--- src/rtl/dcr_pkg.sv ---
package dcr_pkg;

  typedef enum logic [2:0] {
    OP_LOAD  = 3'd0,
    OP_STORE = 3'd1,
    OP_ZERO  = 3'd2,
    OP_FLUSH = 3'd3,
    OP_CLEAN = 3'd4,
    OP_INVAL = 3'd5
  } op_e;

  typedef enum logic [1:0] {
    ST_IDLE,
    ST_LOOK,
    ST_BUS
  } st_e;

  typedef struct packed {
    logic use_bus;
    logic burst;
    logic ci;
    logic aonly;
    logic we;
    logic hit;
    logic wb;
    logic upd;
    logic nv;
    logic nd;
  } dec_t;

endpackage

--- src/rtl/dcr_tags.sv ---
module dcr_tags #(
  parameter int LINES = 8,
  parameter int IDXW  = 3,
  parameter int TAGW  = 9
) (
  input  logic                 clk,
  input  logic                 rst,
  input  logic [TAGW+IDXW-1:0] lk_line,
  output logic                 lk_hit,
  output logic                 lk_dirty,
  input  logic                 wr_en,
  input  logic                 wr_valid,
  input  logic                 wr_dirty,
  input  logic                 sn_valid,
  input  logic                 sn_enable,
  input  logic [TAGW+IDXW-1:0] sn_line,
  output logic                 sn_hit
);

  logic [LINES-1:0] vld;
  logic [LINES-1:0] drt;
  logic [TAGW-1:0]  tagm [LINES];

  logic [IDXW-1:0] lk_idx;
  logic [TAGW-1:0] lk_tag;
  logic [IDXW-1:0] sn_idx;
  logic [TAGW-1:0] sn_tag;
  logic            sn_match;

  assign lk_idx   = lk_line[IDXW-1:0];
  assign lk_tag   = lk_line[TAGW+IDXW-1:IDXW];
  assign sn_idx   = sn_line[IDXW-1:0];
  assign sn_tag   = sn_line[TAGW+IDXW-1:IDXW];

  assign lk_hit   = vld[lk_idx] && (tagm[lk_idx] == lk_tag);
  assign lk_dirty = drt[lk_idx];
  assign sn_match = vld[sn_idx] && (tagm[sn_idx] == sn_tag);

  always_ff @(posedge clk) begin
    if (rst) begin
      vld    <= '0;
      drt    <= '0;
      sn_hit <= 1'b0;
    end else begin
      sn_hit <= sn_valid && sn_enable && sn_match;
      if (sn_valid && sn_enable && sn_match) begin
        vld[sn_idx] <= 1'b0;
        drt[sn_idx] <= 1'b0;
      end
      if (wr_en) begin
        vld[lk_idx] <= wr_valid;
        drt[lk_idx] <= wr_dirty;
      end
    end
  end

  always_ff @(posedge clk) begin
    if (wr_en) tagm[lk_idx] <= lk_tag;
  end

endmodule

--- src/rtl/dcr_decide.sv ---
module dcr_decide
  import dcr_pkg::*;
(
  input  logic [2:0] op,
  input  logic       inh,
  input  logic       en,
  input  logic       lock,
  input  logic       bcast,
  input  logic       hit,
  input  logic       dirty,
  output dec_t       dec
);

  always_comb begin
    dec    = '0;
    dec.we = (op == OP_STORE);
    case (op)
      OP_LOAD, OP_STORE: begin
        if (!en || inh || (lock && !hit)) begin
          dec.use_bus = 1'b1;
          dec.ci      = 1'b1;
        end else if (hit) begin
          dec.hit = 1'b1;
          if (op == OP_STORE) begin
            dec.upd = 1'b1;
            dec.nv  = 1'b1;
            dec.nd  = 1'b1;
          end
        end else begin
          dec.use_bus = 1'b1;
          dec.burst   = 1'b1;
          dec.upd     = 1'b1;
          dec.nv      = 1'b1;
          dec.nd      = (op == OP_STORE);
        end
      end
      OP_ZERO, OP_FLUSH, OP_CLEAN, OP_INVAL: begin
        dec.hit     = hit;
        dec.aonly   = (op == OP_ZERO) || bcast;
        dec.use_bus = dec.aonly;
        dec.wb      = hit && dirty && ((op == OP_FLUSH) || (op == OP_CLEAN));
        if (hit) begin
          dec.upd = 1'b1;
          dec.nv  = (op == OP_ZERO) || (op == OP_CLEAN);
          dec.nd  = (op == OP_ZERO);
        end
      end
      default: ;
    endcase
  end

endmodule

--- src/rtl/dcr_ctrl.sv ---
module dcr_ctrl
  import dcr_pkg::*;
#(
  parameter int AW    = 16,
  parameter int OFFW  = 4,
  parameter int BEATS = 4
) (
  input  logic            clk,
  input  logic            rst,
  input  logic            cfg_en,
  input  logic            cfg_lock,
  input  logic            cfg_bcast,
  input  logic            req_valid,
  input  logic [2:0]      req_op,
  input  logic [AW-1:0]   req_addr,
  input  logic            req_inh,
  output logic            req_ready,
  output logic [2:0]      q_op,
  output logic            q_inh,
  output logic [AW-OFFW-1:0] q_line,
  output logic            act_en,
  output logic            act_lock,
  output logic            act_bcast,
  input  dec_t            dec,
  output logic            wr_en,
  output logic            wr_valid,
  output logic            wr_dirty,
  input  logic            bus_ack,
  output logic            bus_req,
  output logic            bus_burst,
  output logic            bus_ci,
  output logic            bus_aonly,
  output logic            bus_we,
  output logic [AW-1:0]   bus_addr,
  output logic            rsp_valid,
  output logic            rsp_hit,
  output logic            rsp_ci,
  output logic            rsp_bcast,
  output logic            rsp_wb
);

  localparam int BW = (BEATS > 1) ? $clog2(BEATS) : 1;

  st_e          st;
  logic [AW-1:0] q_addr;
  logic [BW-1:0] beat;
  logic k_hit, k_ci, k_ao, k_wb, k_upd, k_nv, k_nd;
  logic look_done, bus_done;

  assign req_ready = (st == ST_IDLE);
  assign q_line    = q_addr[AW-1:OFFW];
  assign look_done = (st == ST_LOOK) && !dec.use_bus;
  assign bus_done  = (st == ST_BUS) && bus_ack && (beat == '0);

  assign wr_en    = (look_done && dec.upd) || (bus_done && k_upd);
  assign wr_valid = look_done ? dec.nv : k_nv;
  assign wr_dirty = look_done ? dec.nd : k_nd;

  always_ff @(posedge clk) begin
    if (rst) begin
      st        <= ST_IDLE;
      q_op      <= '0;
      q_inh     <= 1'b0;
      q_addr    <= '0;
      act_en    <= 1'b0;
      act_lock  <= 1'b0;
      act_bcast <= 1'b0;
      beat      <= '0;
      {k_hit, k_ci, k_ao, k_wb, k_upd, k_nv, k_nd} <= '0;
      {bus_req, bus_burst, bus_ci, bus_aonly, bus_we} <= '0;
      bus_addr  <= '0;
      {rsp_valid, rsp_hit, rsp_ci, rsp_bcast, rsp_wb} <= '0;
    end else begin
      {rsp_valid, rsp_hit, rsp_ci, rsp_bcast, rsp_wb} <= '0;
      case (st)
        ST_IDLE: begin
          act_en    <= cfg_en;
          act_lock  <= cfg_lock;
          act_bcast <= cfg_bcast;
          if (req_valid) begin
            q_op   <= req_op;
            q_inh  <= req_inh;
            q_addr <= req_addr;
            st     <= ST_LOOK;
          end
        end
        ST_LOOK: begin
          k_hit <= dec.hit;
          k_ci  <= dec.ci;
          k_ao  <= dec.aonly;
          k_wb  <= dec.wb;
          k_upd <= dec.upd;
          k_nv  <= dec.nv;
          k_nd  <= dec.nd;
          if (dec.use_bus) begin
            bus_req   <= 1'b1;
            bus_burst <= dec.burst;
            bus_ci    <= dec.ci;
            bus_aonly <= dec.aonly;
            bus_we    <= dec.we;
            bus_addr  <= q_addr;
            beat      <= dec.burst ? BW'(BEATS - 1) : '0;
            st        <= ST_BUS;
          end else begin
            rsp_valid <= 1'b1;
            rsp_hit   <= dec.hit;
            rsp_ci    <= dec.ci;
            rsp_bcast <= dec.aonly;
            rsp_wb    <= dec.wb;
            st        <= ST_IDLE;
          end
        end
        ST_BUS: begin
          if (bus_ack) begin
            if (beat == '0) begin
              {bus_req, bus_burst, bus_ci, bus_aonly, bus_we} <= '0;
              rsp_valid <= 1'b1;
              rsp_hit   <= k_hit;
              rsp_ci    <= k_ci;
              rsp_bcast <= k_ao;
              rsp_wb    <= k_wb;
              st        <= ST_IDLE;
            end else begin
              beat <= beat - 1'b1;
            end
          end
        end
        default: st <= ST_IDLE;
      endcase
    end
  end

endmodule

--- src/rtl/dc_route.sv ---
module dc_route
  import dcr_pkg::*;
#(
  parameter int AW         = 16,
  parameter int LINE_BYTES = 16,
  parameter int LINES      = 8,
  parameter int BEATS      = 4
) (
  input  logic               clk,
  input  logic               rst,
  input  logic               cfg_en,
  input  logic               cfg_lock,
  input  logic               cfg_bcast,
  input  logic               req_valid,
  input  logic [2:0]         req_op,
  input  logic [AW-1:0]      req_addr,
  input  logic               req_inh,
  output logic               req_ready,
  input  logic               snp_valid,
  input  logic [AW-$clog2(LINE_BYTES)-1:0] snp_line,
  output logic               snp_hit,
  output logic               bus_req,
  output logic               bus_burst,
  output logic               bus_ci,
  output logic               bus_aonly,
  output logic               bus_we,
  output logic [AW-1:0]      bus_addr,
  input  logic               bus_ack,
  output logic               rsp_valid,
  output logic               rsp_hit,
  output logic               rsp_ci,
  output logic               rsp_bcast,
  output logic               rsp_wb
);

  localparam int OFFW = $clog2(LINE_BYTES);
  localparam int IDXW = $clog2(LINES);
  localparam int TAGW = AW - OFFW - IDXW;

  logic [2:0]         q_op;
  logic               q_inh;
  logic [AW-OFFW-1:0] q_line;
  logic               act_en, act_lock, act_bcast;
  logic               lk_hit, lk_dirty;
  logic               wr_en, wr_valid, wr_dirty;
  dec_t               dec;

  dcr_tags #(.LINES(LINES), .IDXW(IDXW), .TAGW(TAGW)) u_tags (
    .clk(clk), .rst(rst),
    .lk_line(q_line), .lk_hit(lk_hit), .lk_dirty(lk_dirty),
    .wr_en(wr_en), .wr_valid(wr_valid), .wr_dirty(wr_dirty),
    .sn_valid(snp_valid), .sn_enable(act_en), .sn_line(snp_line),
    .sn_hit(snp_hit)
  );

  dcr_decide u_decide (
    .op(q_op), .inh(q_inh), .en(act_en), .lock(act_lock), .bcast(act_bcast),
    .hit(lk_hit), .dirty(lk_dirty), .dec(dec)
  );

  dcr_ctrl #(.AW(AW), .OFFW(OFFW), .BEATS(BEATS)) u_ctrl (
    .clk(clk), .rst(rst),
    .cfg_en(cfg_en), .cfg_lock(cfg_lock), .cfg_bcast(cfg_bcast),
    .req_valid(req_valid), .req_op(req_op), .req_addr(req_addr),
    .req_inh(req_inh), .req_ready(req_ready),
    .q_op(q_op), .q_inh(q_inh), .q_line(q_line),
    .act_en(act_en), .act_lock(act_lock), .act_bcast(act_bcast),
    .dec(dec),
    .wr_en(wr_en), .wr_valid(wr_valid), .wr_dirty(wr_dirty),
    .bus_ack(bus_ack), .bus_req(bus_req), .bus_burst(bus_burst),
    .bus_ci(bus_ci), .bus_aonly(bus_aonly), .bus_we(bus_we),
    .bus_addr(bus_addr),
    .rsp_valid(rsp_valid), .rsp_hit(rsp_hit), .rsp_ci(rsp_ci),
    .rsp_bcast(rsp_bcast), .rsp_wb(rsp_wb)
  );

endmodule

--- config.mk ---
export PLATFORM = sky130hd
export DESIGN_NAME = dc_route
export DESIGN_NICKNAME = d
export VERILOG_FILES = /design/src/rtl/dcr_pkg.sv /design/src/rtl/dcr_tags.sv /design/src/rtl/dcr_decide.sv /design/src/rtl/dcr_ctrl.sv /design/src/rtl/dc_route.sv
export SDC_FILE = /design/constraint.sdc
export NUM_CORES = 1
export LEC_CHECK = 0
export CAP_MARGIN = 20
export CORE_MARGIN = 4
export CORE_UTILIZATION = 43
export DETAILED_ROUTE_END_ITERATION = 16
export GPL_ROUTABILITY_DRIVEN = 0
export PLACE_DENSITY_LB_ADDON = 0.12
export REMOVE_ABC_BUFFERS = 1
export SKIP_CTS_REPAIR_TIMING = 1
export SLEW_MARGIN = 20
export SYNTH_ARGS = -nofsm -noshare
export SYNTH_HDL_FRONTEND = slang
export SYNTH_HIERARCHICAL = 1
export SYNTH_SLANG_ARGS = --single-unit
--- constraint.sdc ---
create_clock -name clk -period 13.59 [get_ports clk]
set_input_delay 1.359 -clock clk [delete_from_list [all_inputs] [get_ports clk]]
set_output_delay 1.359 -clock clk [all_outputs]
set_load 0.005 [all_outputs]
==> results of run 1 <==
sequential cells by signal (all words and copies together) (netlist names), 2 cells and up:
register / cells
u_ctrl/st: 2
u_tags/tagm: 72
u_ctrl/q_op: 3
u_tags/vld: 8
u_ctrl/q_addr: 16
u_ctrl/beat: 2
u_tags/drt: 8
u_ctrl/bus_addr: 16
logic make-up (layout without fill, tap and decap cells):
kind of cell,count (synthesis),in the layout,share of synthesized area
AOI/OAI and AO/OA,161,161,0.147
xor gates and xnor gates,10,10,0.0116
adders and majority gates,8,8,0.0132
buffers and inverters,67,126,0.0530
DFF,149,149,0.489
muxes,81,81,0.150
and+or+nand+nor,208,208,0.137
routing by layer:
layer  track usage  routed length, microns  up-vias
li1              -                       -     2634
met1         0.280                    8970     2736
met2         0.304                    8990      260
met3        0.0421                    1340       31
met4        0.0658                     304        0
met5             0                       0        -
area by class of cell:
cell class	instances	area share
Multi-Input combinational cell	468	0.394
Clock inverter	13	0.0110
Inverter	12	0.00510
Clock buffer	19	0.0501
Sequential cell	149	0.419
Tap cell	225	0.0319
Timing Repair Buffer	82	0.0881
metrics by stage:
stage | hold slack [ps] | cell area, sq um | worst slack [ps] | util
3_5_place_dp | 448 | 8280 | 7550 | 0.479
3_3_place_gp | 441 | 8280 | 7660 | 0.479
5_1_grt | 478 | 8830 | 7250 | 0.511
2_1_floorplan | 426 | 7220 | 8190 | -
4_1_cts | 458 | 8820 | 7490 | 0.510
6_report | 454 | 8830 | 7820 | 0.511
power by group through the flow:
stage | Combinational (W) | Sequential (W) | Clock, W
after global routing | 0.000262 | 0.000534 | 0.000461
after floorplan | 0.000154 | 0.000535 | 0
after detailed placement | 0.000237 | 0.000540 | 0
final | 0.000241 | 0.000530 | 0.000435
after CTS | 0.000239 | 0.000530 | 0.000446
after global placement | 0.000234 | 0.000538 | 0
layout by cell type (no fill, tap or decap), types with 22 or more instances in the layout:
cell | netlist | routed
dfxtp_1 | 77 | 77
a21oi_1 | 56 | 56
mux4_2 | 23 | 23
a22oi_1 | 22 | 22
clkdlybuf4s50_1 | 0 | 66
edfxtp_1 | 72 | 72
mux2i_1 | 40 | 40
nand2_1 | 88 | 88
nor2_1 | 37 | 35
worst max-delay path by stage:
stage / from / to / slack [ps] / depth (start not counted)
after floorplan: u_ctrl/q_addr[4]$_SDFFE_PP0P_ / u_tags/drt[1]$_SDFF_PP0_ / 8190 / 15
after global placement: u_ctrl/q_addr[6]$_SDFFE_PP0P_ / u_tags/vld[3]$_SDFF_PP0_ / 7660 / 16
after detailed placement: u_ctrl/q_addr[6]$_SDFFE_PP0P_ / u_tags/vld[7]$_SDFF_PP0_ / 7550 / 16
after CTS: u_ctrl/q_addr[6]$_SDFFE_PP0P_ / u_tags/vld[7]$_SDFF_PP0_ / 7490 / 16
after global routing: u_ctrl/q_addr[6]$_SDFFE_PP0P_ / u_tags/drt[4]$_SDFF_PP0_ / 7250 / 17
final: u_ctrl/q_addr[6]$_SDFFE_PP0P_ / u_tags/drt[4]$_SDFF_PP0_ / 7820 / 17
worst max-delay path, cell delays in order (launching register included):
cell and delay (ps):
dfxtp_1 710, buf_4 370, mux4_2 330, mux2i_1 170, xor2_1 220, nand4_1 160
nor4_2 680, a21boi_0 190, o21ba_2 270, nor2b_1 730, nand2_1 110, nand2_1 130
nand2b_1 110, nor2_1 740, buf_4 300, a21oi_1 80, a22oi_1 190, o211ai_1 110
==> impl_metrics.py, run 1 <==
metrics = {
    "finish": {
        "diodes": 0,
        "nets": 778,
        "stdcell_count": 968,
        "register_area_sq_um": 3700,
        "drive_gt1_frac": 0.151,
        "syn2layout_area_growth_pct": 16.6,
        "multi_input_comb_area_sq_um": 3480,
        "final.fill_count": 1512,
    },
    "sta": {
        "slew_viol_final": 0,
        "finClkSkew_ps": 10.8,
        "period_share": 0.424,
        "period_minus_slack_ps": 5770,
        "timing.fmax_mhz": 173,
        "setup_viol": 0,
        "worstMarginPinSlew_ps": 959,
        "setup-tns-final_ps": 0,
        "final_hold_viol_count": 0,
        "maxSlewHeadroom": 0.358,
        "rsz0062_at_grt": "false",
    },
    "logic_synthesis": {
        "synth_seq_cells": 149,
        "ys_warn_count": 6,
        "synth_common_cells": "nand2_1 (88), dfxtp_1 (77), edfxtp_1 (72)",
        "avgSynthCellArea_sq_um": 11.1,
        "synth_edf_count": 72,
        "synthArstFlopShare": 0,
        "ys.flop_type": "dfxtp_1",
        "synthTopCellsByArea": "edfxtp_1 (29%), dfxtp_1 (20%), mux4_2 (6.8%)",
        "synthDominantCellAreaShare": 0.285,
        "synth_cells": 684,
        "synth_area_sq_um": 7570,
        "yosysUniqueCellTypes": 63,
        "synth_most_common_cell": "nand2_1",
        "synth_top_cell_by_area": "edfxtp_1",
        "ys_seq_area_frac": 0.489,
    },
    "route": {
        "drt_iter0_markers": 480,
        "dr.pass1.iters": 5,
        "avgViaCountPerCell": 5.85,
        "drc": 0,
        "num_vias": 5661,
        "routed_wl_microns": 19600,
        "routedWlPerCell_microns": 20.3,
        "antenna_left": 0,
    },
    "die": {
        "ios": 68,
        "fp.dieW_microns": 141,
        "die_area_sq_um": 19800,
        "coreArea_sq_um": 17300,
        "start_util": 0.438,
        "placementRows": 48,
        "die_y_microns": 141,
    },
    "placed_design": {
        "dp_hpwl_microns": 13300,
        "port_buffers": 67,
        "placedCellCount": 936,
    },
    "power": {
        "p_total_w": 0.00121,
        "switching_power_w": 0.000358,
        "switching_share": 0.297,
        "peakVddDrop_uv": 92.0,
        "power_frac_clock": 0.361,
        "internal_power_w": 0.000848,
        "pwr-share-seq": 0.440,
        "p_leak_nw": 3.00,
        "p_per_area_nw_per_um2": 137,
        "combPwrFrac": 0.200,
    },
    "global_routing": {
        "grt_overflow": 0,
        "grt_max_degree": 86,
        "grt_pass1_vias": 5544,
        "antenna_found_initial": 0,
        "grt_usage": 0.198,
        "grt_pass1_wl_microns": 30800,
    },
    "setup_path": {
        "r2r-end": "u_tags/drt[4]$_SDFF_PP0_",
        "timing.rr.start": "u_ctrl/q_addr[6]$_SDFFE_PP0P_",
        "ff2ff_setup_slack_ps": 7820,
        "end_kind": "register",
        "crit_required_ps": 13850,
        "r2r_cells": 17,
        "criticalPathCategory": "register to register",
        "cp_max_fo": 15,
        "cp.arrival_ps": 6030,
        "critical_path.startpoint_type": "register",
    },
    "clocking": {
        "htree_levels": 4,
        "cts_buffers": 17,
        "root_buffer": "clkbuf_16",
        "clock_path_buffers": 2,
        "insertion_delay_ps": 420,
        "cts_tree": "yes",
        "clkTransAtPathRegs_ps": 60,
        "clkSinkCount": 149,
    },
    "min_path": {
        "worstHoldStart": "u_ctrl/bus_addr[12]$_SDFFE_PP0P_",
        "min_delay_worst_endpoint": "u_ctrl/bus_addr[12]$_SDFFE_PP0P_",
        "hp-class": "register to register",
        "hold_depth": 2,
    },
    "outcome": {
        "outcome": "completed",
    },
    "job": {
        "maxCapViolCount": 0,
    },
}
No activity file was read; power rests on OpenSTA's default activity.
==> run 2: changes to the inputs <==
==> constraint.sdc (replaced) <==
create_clock -name clk -period 5.63 [get_ports clk]
set_input_delay 0.563 -clock clk [delete_from_list [all_inputs] [get_ports clk]]
set_output_delay 0.563 -clock clk [all_outputs]
set_load 0.005 [all_outputs]
==> impl_metrics.py, run 2 (same netlist as run 1, synthesis figures left out) <==
metrics = {
    "die": {
        "start_util": 0.438,
        "die_y_microns": 141,
        "die_area_sq_um": 19800,
        "placementRows": 48,
        "ios": 68,
        "fp.dieW_microns": 141,
        "coreArea_sq_um": 17300,
    },
    "min_path": {
        "worstHoldStart": "u_ctrl/q_addr[1]$_SDFFE_PP0P_",
        "hp-class": "register to register",
        "min_delay_worst_endpoint": "u_ctrl/bus_addr[1]$_SDFFE_PP0P_",
        "hold_depth": 2,
    },
    "sta": {
        "period_minus_slack_ps": 4830,
        "setup-tns-final_ps": 0,
        "rsz0062_at_grt": "false",
        "finalWorstSetupSlack_ps": 798,
        "maxSlewHeadroom": 0.226,
        "timing.fmax_mhz": 207,
        "finClkSkew_ps": 10.7,
        "worstMarginPinSlew_ps": 1160,
        "setup_viol": 0,
        "fin_hold_ws_ps": 453,
        "period_share": 0.858,
        "final_hold_viol_count": 0,
        "slew_viol_final": 0,
    },
    "setup_path": {
        "timing.rr.start": "u_ctrl/q_addr[6]$_SDFFE_PP0P_",
        "crit_required_ps": 5920,
        "critical_path.most_common_cell": "nor2b_1",
        "critical_path.startpoint_type": "register",
        "cp_max_fo": 19,
        "criticalPathCategory": "register to register",
        "slowest_delay_ps": 910,
        "ff2ff_setup_slack_ps": 800,
        "r2r_cells": 14,
        "crit_slowest_cell": "dfxtp_1",
        "crit_chain": "mux4_2, mux2i_1, xor2_1, nand4_1, nor4_1, a21boi_0, o21ba_2, nor2b_1, mux2_2, nor2b_1, nand2_1, nand3_1, nor3_1, a21oi_1",
        "cp_num_buf_inv": 0,
        "cp.arrival_ps": 5130,
        "r2r-end": "u_tags/drt[6]$_SDFF_PP0_",
        "end_kind": "register",
        "cp_top_family": "simple AND/OR/NAND/NOR gates",
    },
    "placed_design": {
        "dp_hpwl_microns": 13800,
        "place_area_sq_um": 8330,
        "port_buffers": 67,
        "pre_cts_ws_ps": 855,
    },
    "finish": {
        "nets": 784,
        "final_cell_mix": "nand2_1 (88), dfxtp_1 (77), edfxtp_1 (72), clkdlybuf4s50_1 (66), a21oi_1 (56)",
        "drive_gt1_frac": 0.156,
        "largestRegisters": "u_tags/tagm (72), u_ctrl/bus_addr (16), u_ctrl/q_addr (16)",
        "top_register": "u_tags/tagm",
        "diodes": 0,
        "final_common_cell": "nand2_1",
        "fin_area_sq_um": 8930,
        "largest_register_ffs": 72,
        "syn2layout_area_growth_pct": 18.0,
    },
    "clocking": {
        "htree_levels": 4,
        "root_buffer": "clkbuf_16",
        "clkSinkCount": 149,
        "insertion_delay_ps": 430,
        "clkTransAtPathRegs_ps": 60,
        "cts_tree": "yes",
        "cts_buffers": 17,
        "clock_path_buffers": 2,
    },
    "global_routing": {
        "grt_overflow": 0,
        "grt_max_degree": 57,
        "grt_pass1_vias": 5583,
        "grt_usage": 0.201,
        "antenna_found_initial": 0,
        "grt_pass1_wl_microns": 31200,
    },
    "route": {
        "dr.pass1.iters": 5,
        "drt_iter0_markers": 462,
        "avgViaCountPerCell": 5.87,
        "routed_wl_microns": 19800,
        "antenna_left": 0,
        "routedWlPerCell_microns": 20.3,
        "drc": 0,
        "num_vias": 5721,
    },
    "power": {
        "p_per_area_nw_per_um2": 338,
        "peakVddDrop_uv": 242,
        "p_leak_nw": 3.08,
    },
    "job": {
        "maxCapViolCount": 0,
    },
    "outcome": {
        "outcome": "completed",
    },
}
-- run 2: worst register-to-register path, cell delays in order, from the launching register on --
cell and delay, ps:
dfxtp_1 910, mux4_2 420, mux2i_1 200, xor2_1 250, nand4_1 150, nor4_1 840
a21boi_0 200, o21ba_2 290, nor2b_1 270, mux2_2 470, nor2b_1 180, nand2_1 110
nand3_1 90, nor3_1 220, a21oi_1 110
-- run 2: metrics by stage --
stage	power, W	std cells	util
3_5_place_dp	0.00188	942	0.481
5_1_grt	0.00316	974	0.517
6_report	0.00302	974	0.517
4_1_cts	0.00305	974	0.517
2_1_floorplan	0.00166	629	-
3_3_place_gp	0.00187	942	0.481
-- run 2: final cells by class --
type                       instances  area, sq um
inverter                          12         45.0
multi-input combinational        468         3470
fill                            1494         8360
timing repair buffer              88          823
clock inverter                    12          130
clock buffer                      20          478
tap                              225          282
sequential                       149         3700
-- run 2: power breakdown --
part	leakage (nW)	switching, W	internal (W)
logic	1.49	0.000315	0.000262
registers	1.29	0.0000787	0.00121
clock network	0.300	0.000482	0.000676
total	3.08	0.000875	0.00215
-- run 2: worst max-delay path by stage --
stage               slack (ps)                     startpoint  cells past startpoint                  endpoint
detailed placement         850  u_ctrl/q_addr[6]$_SDFFE_PP0P_                     16  u_tags/drt[0]$_SDFF_PP0_
global placement           940  u_ctrl/q_addr[4]$_SDFFE_PP0P_                     17  u_tags/drt[0]$_SDFF_PP0_
finish                     800  u_ctrl/q_addr[6]$_SDFFE_PP0P_                     14  u_tags/drt[6]$_SDFF_PP0_
global route               400  u_ctrl/q_addr[4]$_SDFFE_PP0P_                     17  u_tags/drt[0]$_SDFF_PP0_
floorplan                  230  u_ctrl/q_addr[4]$_SDFFE_PP0P_                     15  u_tags/drt[1]$_SDFF_PP0_
CTS                        820  u_ctrl/q_addr[6]$_SDFFE_PP0P_                     14  u_tags/drt[6]$_SDFF_PP0_
-- run 2: layer usage --
metal / part of all wire / global-route usage
met1: 0.45 / 0.282
met2: 0.47 / 0.309
met3: 0.070 / 0.0529
met4: 0.016 / 0.0597
met5: 0 / 0
